==> src/rtl/trs_flag_recover.sv <==
module trs_flag_recover #(
  parameter int DW = 10
) (
  input  logic          clk,
  input  logic          rst_n,
  input  logic          trs_detect,
  input  logic          h_cfg,
  input  logic [DW-1:0] din,
  input  logic          h_in,
  input  logic          v_in,
  input  logic          f_in,
  output logic [DW-1:0] dout,
  output logic          h_out,
  output logic          v_out,
  output logic          f_out
);
  localparam int DEPTH = 4;
  localparam logic [DW-1:0] W_ONES = '1;
  localparam logic [DW-1:0] W_ZERO = '0;

  logic [DW-1:0] sr  [DEPTH];
  logic [2:0]    esr [DEPTH];

  always_ff @(posedge clk) begin
    if (!rst_n) begin
      for (int i = 0; i < DEPTH; i++) begin
        sr[i]  <= W_ZERO;
        esr[i] <= 3'b000;
      end
    end else begin
      sr[0]  <= din;
      esr[0] <= {f_in, v_in, h_in};
      for (int i = 1; i < DEPTH; i++) begin
        sr[i]  <= sr[i-1];
        esr[i] <= esr[i-1];
      end
    end
  end

  wire [DW-1:0] xyz = sr[0];
  wire xf = xyz[DW-2];
  wire xv = xyz[DW-3];
  wire xh = xyz[DW-4];
  wire hdr = (sr[3] == W_ONES) && (sr[2] == W_ZERO) && (sr[1] == W_ZERO);
  wire prot_ok = (xyz[DW-5:DW-8] == {xv ^ xh, xf ^ xh, xf ^ xv, xf ^ xv ^ xh});
  wire det = hdr && xyz[DW-1] && prot_ok;
  wire eav = det && xh;
  wire sav = det && !xh;

  logic       blank_q;
  logic [1:0] sav_cnt;
  logic [2:0] pend;
  logic       ph, pv, pf;
  logic       th, tv, tf;

  wire apply = (pend == 3'd1);
  wire h_al_n = det || (sav_cnt != 2'd0) || blank_q;
  wire th_n = apply ? ph : th;
  wire tv_n = apply ? pv : tv;
  wire tf_n = apply ? pf : tf;

  always_ff @(posedge clk) begin
    if (!rst_n) begin
      blank_q <= 1'b0;
      sav_cnt <= 2'd0;
      pend    <= 3'd0;
      {ph, pv, pf} <= 3'b000;
      {th, tv, tf} <= 3'b000;
    end else begin
      if (eav) blank_q <= 1'b1;
      else if (sav) blank_q <= 1'b0;
      if (sav) sav_cnt <= 2'd3;
      else if (sav_cnt != 2'd0) sav_cnt <= sav_cnt - 2'd1;
      if (det) begin
        pend <= 3'd4;
        {ph, pv, pf} <= {xh, xv, xf};
      end else if (pend != 3'd0) begin
        pend <= pend - 3'd1;
      end
      {th, tv, tf} <= {th_n, tv_n, tf_n};
    end
  end

  always_ff @(posedge clk) begin
    if (!rst_n) begin
      dout <= W_ZERO;
      {h_out, v_out, f_out} <= 3'b000;
    end else begin
      dout <= sr[3];
      if (trs_detect) begin
        h_out <= h_cfg ? th_n : h_al_n;
        v_out <= tv_n;
        f_out <= tf_n;
      end else begin
        {f_out, v_out, h_out} <= esr[3];
      end
    end
  end

  logic [2:0] age;
  always_ff @(posedge clk) begin
    if (!rst_n) age <= 3'd0;
    else if (age != 3'd5) age <= age + 3'd1;
  end

  assert_dout_align_R1: assert property (@(posedge clk) disable iff (!rst_n)
    (age == 3'd5) |-> dout == $past(din, 5));

  assert_ext_pass_R2: assert property (@(posedge clk) disable iff (!rst_n)
    (age == 3'd5 && !$past(trs_detect)) |-> {h_out, v_out, f_out} == $past({h_in, v_in, f_in}, 5));

  assert_hdr_first_R3: assert property (@(posedge clk) disable iff (!rst_n)
    det |=> (pend == 3'd4 && dout == W_ONES));

  assert_bad_prot_R4: assert property (@(posedge clk) disable iff (!rst_n)
    (hdr && !prot_ok && pend == 3'd0) |=> pend == 3'd0);

  assert_trs_h_R5: assert property (@(posedge clk) disable iff (!rst_n)
    ($past(trs_detect && h_cfg) && $past(trs_detect && h_cfg, 2) && h_out != $past(h_out))
      |-> $past(pend) == 3'd1);

  assert_vf_hold_R6: assert property (@(posedge clk) disable iff (!rst_n)
    !$stable({tv, tf}) |-> $past(pend) == 3'd1);

  assert_sav_tail_R7: assert property (@(posedge clk) disable iff (!rst_n)
    (sav_cnt != 2'd0 && $past(trs_detect && !h_cfg)) |-> h_out);
endmodule

==> config.mk <==
export PLATFORM = sky130hd
export DESIGN_NAME = trs_flag_recover
export DESIGN_NICKNAME = d
export VERILOG_FILES = /design/src/rtl/trs_flag_recover.sv
export SDC_FILE = /design/constraint.sdc
export NUM_CORES = 1
export LEC_CHECK = 0
export CORE_ASPECT_RATIO = 1.2
export CORE_MARGIN = 10
export CORE_UTILIZATION = 35
export DETAILED_ROUTE_END_ITERATION = 10
export PLACE_DENSITY = 0.66
export SYNTH_ARGS = -nofsm -noshare
export SYNTH_HDL_FRONTEND = slang
export SYNTH_SLANG_ARGS = --single-unit
==> constraint.sdc <==
create_clock -name clk -period 2.2 [get_ports clk]
set_input_delay 0.55 -clock clk [delete_from_list [all_inputs] [get_ports clk]]
set_output_delay 0.55 -clock clk [all_outputs]
set_load 0.01 [all_outputs]
# --- After elaboration in Yosys (flattened, before gate mapping) ---
# Memory sizes are Yosys's and may differ from the RTL's.
# Cells that the tools add are included.
totals:
  mem_bits_ro: 0
  n_memories: 2
  latchBits: 0
  wordCells: 74
  ff_bits: 25
  out_inout_bits: 13
  ram_bits: 52
  input_bits: 17
op_classes:
  bitwise: 13
  reduce_logical: 17
  muxes: 23
  mul: 0
  order_cmp: 0
  eq_ne: 3
  div: 0
  addsub: 2
  shifts: 0
memory_table:
  columns: ["name", "depth", "word_bits", "read_ports", "rd_ports_with_merged_regs", "wr", "line", "rtl"]
  rows:
  - ["sr", 4, 10, 4, 0, 4, "21", "logic [DW-1:0] sr [DEPTH];"]
  - ["esr", 4, 3, 4, 0, 4, "22", "logic [2:0] esr [DEPTH];"]
ops:
  columns: ["op", "count"]
  rows:
  - ["$mux 10", 4]
  - ["$logic_not 10->1", 2]
  - ["$mux 3", 6]
  - ["$mux 1", 11]
  - ["$eq 10x10->1 const B", 1]
  - ["$or 1x1->1", 8]
  - ["$reduce_bool 2->1", 4]
  - ["$logic_and 1x1->1", 6]
  - ["$eq 4x4->1", 1]
  - ["$mux 2", 2]
  - ["$xor 1x1->1", 4]
  - ["$eq 3x1->1 const B", 1]
  - ["$reduce_bool 3->1", 1]
  - ["$sub 3x1->3 const B", 1]
  - ["$logic_or 1x1->1", 2]
  - ["$reduce_or 2->1", 1]
  - ["$sub 2x1->2 const B", 1]
  - ["$logic_not 1->1", 1]
  - ["$not 1->1", 1]

# --- Longest topological paths before layout ---
# Gate-level depths: netlist of run 1.
logic_depth:
  word_depth: 9
  mapped_depth: 7

# --- Least setup slack after synthesis of run 1 ---
# No wires, ideal clock.
synth_path:
  path_kind: "register to register"
  from: "mem sr[0][8]"
  to: "reg pend[1]"
  setup_time_ns: 0.116
  arrival_time_ns: 1.574
  synth_period_minus_slack_ns: 1.689
  path_stages_with_launch: 6
  setup_slack_ns: 0.511
  cell_sequence: "dfxtp_1 > xor2_1 > or3_4 > a2111oi_4 > nand2_4 > and3_1"
synth_rtl:
  columns: ["item", "line", "rtl"]
  rows:
  - ["start, declared", "21", null]
  - ["end signal, assigned", "78", "pend <= pend - 3'd1;"]
  - ["end, declared", "52", "logic [2:0] pend;"]

==> results of run 1 <==
==> cells in the mapped netlist (all sizes together) <==
cell     count
nor4         3
o21ai        3
nand2b       2
nor2b        4
a31oi        1
nand3        2
nor2         1
dfxtp       77
clkbuf       8
nor4b        1
or4b         1
xnor2        2
mux2i        9
xor2         4
a2111oi      1
a21boi       2
nor3         1
or3          2
nand4        3
ha           5
nand2       18
and4b        1
and2        59
and3         2
o211a        2
inv          9
==> worst min-delay path by stage <==
stage,cells past startpoint,to,start
3_3_place_gp,1,esr[0][3]$_SDFF_PN0_,esr[0][0]$_SDFF_PN0_
5_1_grt,1,esr[0][3]$_SDFF_PN0_,esr[0][0]$_SDFF_PN0_
2_1_floorplan,1,esr[0][10]$_SDFF_PN0_,esr[0][7]$_SDFF_PN0_
6_report,1,esr[0][9]$_SDFF_PN0_,esr[0][6]$_SDFF_PN0_
3_5_place_dp,1,esr[0][3]$_SDFF_PN0_,esr[0][0]$_SDFF_PN0_
4_1_cts,1,esr[0][3]$_SDFF_PN0_,esr[0][0]$_SDFF_PN0_
==> metrics by stage <==
| stage | setup WS, ns | hold slack, ns | power [mW] |
|---|---|---|---|
| finish | 0.401 | 0.437 | 2.90 |
| detailed placement | 0.415 | 0.421 | 1.86 |
| global placement | 0.415 | 0.413 | 1.85 |
| CTS | 0.391 | 0.438 | 2.94 |
| floorplan | 0.511 | 0.412 | 1.77 |
| global route | 0.310 | 0.449 | 3.07 |
==> power groups by stage <==
stage / Combinational [mW] / Sequential (mW) / Clock, mW
2_1_floorplan: 0.245 / 1.52 / 0
4_1_cts: 0.339 / 1.50 / 1.11
3_5_place_dp: 0.335 / 1.53 / 0
3_3_place_gp: 0.321 / 1.53 / 0
5_1_grt: 0.391 / 1.50 / 1.18
6_report: 0.329 / 1.49 / 1.07
==> cells in the final DEF (no fill, tap or decap) <==
master           instances
clkdlybuf4s50_1         28
buf_4                    3
inv_6                    2
nand4_1                  3
dfxtp_1                 77
xnor2_1                  2
and4b_1                  1
bufinv_16                1
nand3_1                  2
ha_1                     5
nor2_1                   1
and3_1                   2
nor4_1                   3
clkbuf_8                10
a31oi_1                  1
a2111oi_4                1
a21boi_0                 1
or3_1                    1
o21ai_0                  1
buf_2                    1
or4b_4                   1
a21boi_1                 1
nand2b_1                 2
nand2_1                 17
or3_4                    1
nor2b_1                  4
nor3_1                   1
o21ai_1                  2
mux2i_1                  9
inv_1                    9
nor4b_1                  1
clkinvlp_4               3
xor2_1                   4
and2_1                  59
nand2_4                  1
o211a_1                  2
==> registers in the layout (all words and copies together) (netlist names) <==
register,flops
dout,10
sav_cnt,2
blank_q,1
pf,1
v_out,1
th,1
f_out,1
pend,3
pv,1
sr,40
h_out,1
tf,1
ph,1
esr,12
tv,1
==> cell families after synthesis <==
group	count (synthesis)	synth area share [%]
buffers and inverters	17	2.56
AO/OA/AOI/OAI	9	3.36
multiplexers	9	3.61
adder cells (fa/ha/maj)	5	2.51
flip-flops	77	61.8
AND/OR/NAND/NOR	100	24.1
XOR/XNOR	6	2.11
==> layout make-up <==
| type | instances | area [um^2] | area share (%) |
|---|---|---|---|
| clock buffers | 10 | 138 | 4.46 |
| clock inverters | 6 | 70.1 | 2.27 |
| inverters | 9 | 33.8 | 1.09 |
| multi-input cells | 129 | 890 | 28.8 |
| flip-flops and latches | 77 | 1540 | 49.9 |
| well taps | 87 | 109 | 3.52 |
| repair buffers | 32 | 308 | 9.96 |
==> routing by layer <==
metal / vias to the layer above / GRT usage [%] / routed length [um]
met5: - / 0 / 0
met4: 0 / 5.62 / 97
met3: 8 / 3.80 / 294
met2: 32 / 11.6 / 1700
met1: 671 / 7.72 / 1700
li1: 782 / - / -
==> worst max-delay path, delay by kind of cell, from the launching register on <==
kind            cells  cell delay [ns]
simple gates        4             0.94
flops               1             0.33
compound gates      1             0.43
==> flow_summary.json, run 1 <==
{
  "final_nets": 280,
  "synth-seq-cells": 77,
  "final_cell_count_no_fill": 350,
  "root_buffer": "clkbuf_8",
  "fp-row-count": 33,
  "leakage_nw": 1.33,
  "clkPwrFrac_pct": 37.1,
  "fin_area_um2": 3090,
  "clk_pin_slew_ns": 0.08,
  "netSwitchingFraction_pct": 24.1,
  "io_buffer_count": 29,
  "peakVddDrop_uv": 486,
  "n_antenna_cell": 0,
  "track_usage_pct": 7.53,
  "cp_cell_sequence": "nand4_1 > or4b_4 > a2111oi_4 > nand2_4 > and3_1",
  "intPower_mw": 2.20,
  "ys_seq_area_share_pct": 61.8,
  "drt-total-wl_um": 3790,
  "grt_max_degree": 28,
  "cts_tree": "built",
  "drc": 0,
  "setup_violations": 0,
  "syn-cell-area_um2": 2490,
  "reg2reg_depth": 5,
  "ys_warn_count": 0,
  "insertion_delay_ns": 0.34,
  "worstSetupStartpointType": "flip-flop",
  "power_density_nw_per_um2": 938,
  "die_h_um": 112,
  "hold_viol_final": 0,
  "dp.cells": 334,
  "crit_type": "flip-flop to flip-flop",
  "vias": 1493,
  "tightest_slew_ns": 0.345,
  "drive_above_1_share_pct": 9.13,
  "startpoint": "sr[3][6]$_SDFF_PN0_",
  "rrSetupSlack_ns": 0.40,
  "cpMaxStageDelayCell": "or4b_4",
  "postCtsSetupBuffers": 0,
  "min_path_type": "flip-flop to flip-flop",
  "worstSetupEndpointType": "flip-flop",
  "pin_count": 30,
  "p_seq_share_pct": 51.6,
  "switchingPower_uw": 699,
  "cts.sinks": 77,
  "finClkSkew_ns": 0.00820,
  "antenna_found_initial": 0,
  "cts_repair_resize_count": 0,
  "nFillCells": 652,
  "first_iter_violations": 76,
  "fmax_mhz": 556,
  "core_um2": 6900,
  "rsz0062_at_grt": "false",
  "grt_pass1_vias": 1484,
  "first_pass_iters": 4,
  "min_period_ns": 1.80,
  "syn_inst": 223,
  "gp_congestion": 0.812,
  "cap_violations": 0,
  "synthToLayoutAreaGrowth_pct": 23.8,
  "outcome": "complete, no violations",
  "r2r-start": "sr[3][6]$_SDFF_PN0_",
  "p_comb_share_pct": 11.3,
  "cts_hold_buffers": 0,
  "synth_top_area_cell": "dfxtp_1",
  "crit_path_end": "pend[1]$_SDFFE_PP0P_",
  "dieWidth_um": 97.1,
  "synthDominantCellAreaShare_pct": 61.8,
  "dieArea_um2": 10900,
  "htree_levels": 3,
  "synth.area.top_cells": "dfxtp_1, and2_1, mux2i_1",
  "timing.rr.end": "pend[1]$_SDFFE_PP0P_",
  "worstPathMaxFanout": 9,
  "via_per_inst": 4.27,
  "synth_area_per_cell_um2": 11.2,
  "tns_ns": 0,
  "numCtsBuffers": 9,
  "crit_required_ns": 2.43,
  "synth_cell_types": 30,
  "overflow": 0,
  "grt_pass1_wl_um": 6560,
  "slew_violations": 0,
  "hpwl_um": 2790,
  "max_stage_delay_ns": 0.51,
  "slew_headroom_pct": 76.7,
  "clockBufferDepth": 2,
  "syn-num-nets": 245,
  "dpl_cell_area_um2": 2880,
  "final_util_pct": 44.8,
  "fin_crit_sh_pct": 81.8,
  "wl_per_cell_um": 10.8,
  "detail-route-antenna-nets": 0,
  "cp.arrival_ns": 2.03,
  "start_util_pct": 36.2
}
Power figures use the tool's default switching activity.
==> run 2: changes to the inputs <==
==> constraint.sdc (replaced) <==
create_clock -name clk -period 1.66 [get_ports clk]
set_input_delay 0.415 -clock clk [delete_from_list [all_inputs] [get_ports clk]]
set_output_delay 0.415 -clock clk [all_outputs]
set_load 0.01 [all_outputs]
==> run 2 against run 1 <==
The flow now finishes with violations (setup timing). Die area is the same. Via count shrank 2.4%. Sequential share of layout area shrank 1.4 points. Sequential cell count is the same. Critical path depth grew 1. First-iteration DRC count shrank 54%. Combinational power grew 38%. Clock skew shrank 0.0029 ns. Total power grew 43%. Register-to-register slack lost 0.45 ns. Final cell count grew 0.57%.
==> flow_summary.json, run 2 (same netlist as run 1, synthesis figures left out) <==
{
  "outcome": "finished, violations left",
  "violations": "setup timing",
  "hold_start": "rst_n",
  "overflow": 0,
  "track_usage_pct": 7.49,
  "drt-total-wl_um": 3790,
  "multiInputGateArea_um2": 913,
  "worstPathMaxFanout": 5,
  "antenna_found_initial": 0,
  "grt_max_degree": 68,
  "hpwl_um": 2570,
  "top_usage_layer": "met2",
  "largest_reg_flops": 40,
  "cts_tree": "built",
  "p_comb_share_pct": 11.0,
  "worstSetupStartpointType": "flip-flop",
  "fin_crit_sh_pct": 103,
  "path_buf_inv": 1,
  "first_iter_violations": 35,
  "reg_top3": "sr x40, esr x12, dout x10",
  "numCtsBuffers": 9,
  "n_antenna_cell": 0,
  "grtUsageMet2_pct": 11.5,
  "whs_ns": 0.427,
  "power_density_nw_per_um2": 1300,
  "seqCellArea_um2": 1540,
  "gp_congestion": 0.732,
  "path_delay_family": "simple AND/OR/NAND/NOR gates",
  "htree_levels": 3,
  "start_util_pct": 36.2,
  "min_period_ns": 1.71,
  "peakVddDrop_uv": 590,
  "cts.sinks": 77,
  "min_to": "dout[1]$_SDFF_PN0_",
  "rrSetupSlack_ns": -0.05,
  "slew_violations": 0,
  "crit_required_ns": 1.90,
  "synthToLayoutAreaGrowth_pct": 27.4,
  "r2r-start": "sr[0][8]$_SDFF_PN0_",
  "cts_hold_buffers": 0,
  "setup_violations": 6,
  "core_um2": 6900,
  "slew_headroom_pct": 83.8,
  "dieArea_um2": 10900,
  "vias": 1457,
  "first_pass_iters": 4,
  "min_path_type": "input port to flip-flop",
  "grt_pass1_wl_um": 6580,
  "final_nets": 283,
  "drc": 0,
  "die_h_um": 112,
  "timing.rr.end": "pend[1]$_SDFFE_PP0P_",
  "clkPwrFrac_pct": 41.0,
  "fin_ws_ns": -0.0497,
  "nFillCells": 636,
  "cap_violations": 0,
  "grt_pass1_vias": 1481,
  "layout_commonest_cell": "dfxtp_1",
  "detail-route-antenna-nets": 0,
  "use_met1_pct": 7.94,
  "dpl_worst_slack_ns": -0.160,
  "root_buffer": "clkbuf_8",
  "leakage_nw": 1.39,
  "finClkSkew_ns": 0.00527,
  "switchingPower_uw": 876,
  "pin_count": 30,
  "p_seq_share_pct": 48.0,
  "max_stage_delay_ns": 0.39,
  "via_per_inst": 4.14,
  "cp.arrival_ns": 1.95,
  "hold_viol_final": 0,
  "fmax_mhz": 585,
  "whs_path_depth": 2,
  "clk_pin_slew_ns": 0.07,
  "reg2reg_depth": 6,
  "fp-row-count": 33,
  "cp_cell_sequence": "xor2_1 > or3_4 > a2111oi_4 > buf_4 > nand2_4 > and3_4",
  "io_buffer_count": 29,
  "tightest_slew_ns": 0.242,
  "drive_above_1_share_pct": 11.3,
  "wl_per_cell_um": 10.8,
  "rsz0062_at_grt": "true",
  "cpMaxStageDelayCell": "or3_4",
  "insertion_delay_ns": 0.34,
  "gr-usage-met3_pct": 3.99,
  "intPower_mw": 3.25,
  "worstSetupEndpointType": "flip-flop",
  "largest_register": "sr",
  "netSwitchingFraction_pct": 21.2,
  "clockBufferDepth": 2,
  "dieWidth_um": 97.1,
  "crit_type": "flip-flop to flip-flop",
  "layout_common_cells": "dfxtp_1, and2_1, clkdlybuf4s50_1"
}
==> run 2: per-stage QoR <==
step | instance area (um^2) | utilization, % | setup TNS [ns] | total power, mW | std cells
6_report | 3180 | 46.1 | -0.137 | 4.13 | 352
5_1_grt | 3180 | 46.1 | -0.927 | 4.33 | 352
4_1_cts | 3170 | 46.0 | -0.0651 | 4.18 | 352
3_5_place_dp | 2900 | 42.1 | -0.991 | 2.47 | 335
3_3_place_gp | 2900 | 42.1 | -0.688 | 2.45 | 335
2_1_floorplan | 2490 | - | -0.0561 | 2.34 | 223
==> run 2: how the worst max path moves through the flow <==
stage,start,endpoint,slack (ns),cells after the start
CTS,sr[0][8]$_SDFF_PN0_,pend[1]$_SDFFE_PP0P_,-0.03,6
detailed placement,sr[3][4]$_SDFF_PN0_,pend[1]$_SDFFE_PP0P_,-0.16,5
global placement,sr[3][6]$_SDFF_PN0_,pend[1]$_SDFFE_PP0P_,-0.12,5
global route,sr[0][8]$_SDFF_PN0_,pend[0]$_SDFFE_PP0P_,-0.12,6
finish,sr[0][8]$_SDFF_PN0_,pend[1]$_SDFFE_PP0P_,-0.05,6
floorplan,sr[3][6]$_SDFF_PN0_,pend[1]$_SDFFE_PP0P_,-0.03,5
==> run 2: repair_timing <==
item / CTS / global route
setup buffers: 1 / 0
pin swaps: 3 / 2
gates resized for setup: 5 / 1
cloned: 1 / 0
endpoints found under the setup margin: 11 / 10
==> run 2: layer usage <==
layer / vias up / part of all wire (%)
met3: 5 / 6.7
li1: 790 / -
met2: 33 / 46
met4: 0 / 1.3
met1: 629 / 46
met5: - / 0
==> run 2: cell type report <==
class	count	share of cell area, %
flip-flops and latches	77	48.5
multi-input cells	130	28.7
repair buffers	34	10.5
inverters	9	1.06
clock inverters	4	2.99
well taps	87	3.42
clock buffers	11	4.76
==> run 2: power groups by stage <==
| stage | Combinational, mW | Sequential, mW | Clock, mW |
|---|---|---|---|
| floorplan | 0.325 | 2.02 | 0 |
| global placement | 0.430 | 2.02 | 0 |
| detailed placement | 0.444 | 2.02 | 0 |
| CTS | 0.463 | 1.98 | 1.74 |
| global route | 0.512 | 1.99 | 1.82 |
| finish | 0.455 | 1.98 | 1.69 |
==> run 2: worst register-to-register path, stage by stage, from the launching register on <==
cell and delay (ns):
dfxtp_2 0.32, xor2_1 0.17, or3_4 0.39, a2111oi_4 0.29, buf_4 0.19, nand2_4 0.08, and3_4 0.17
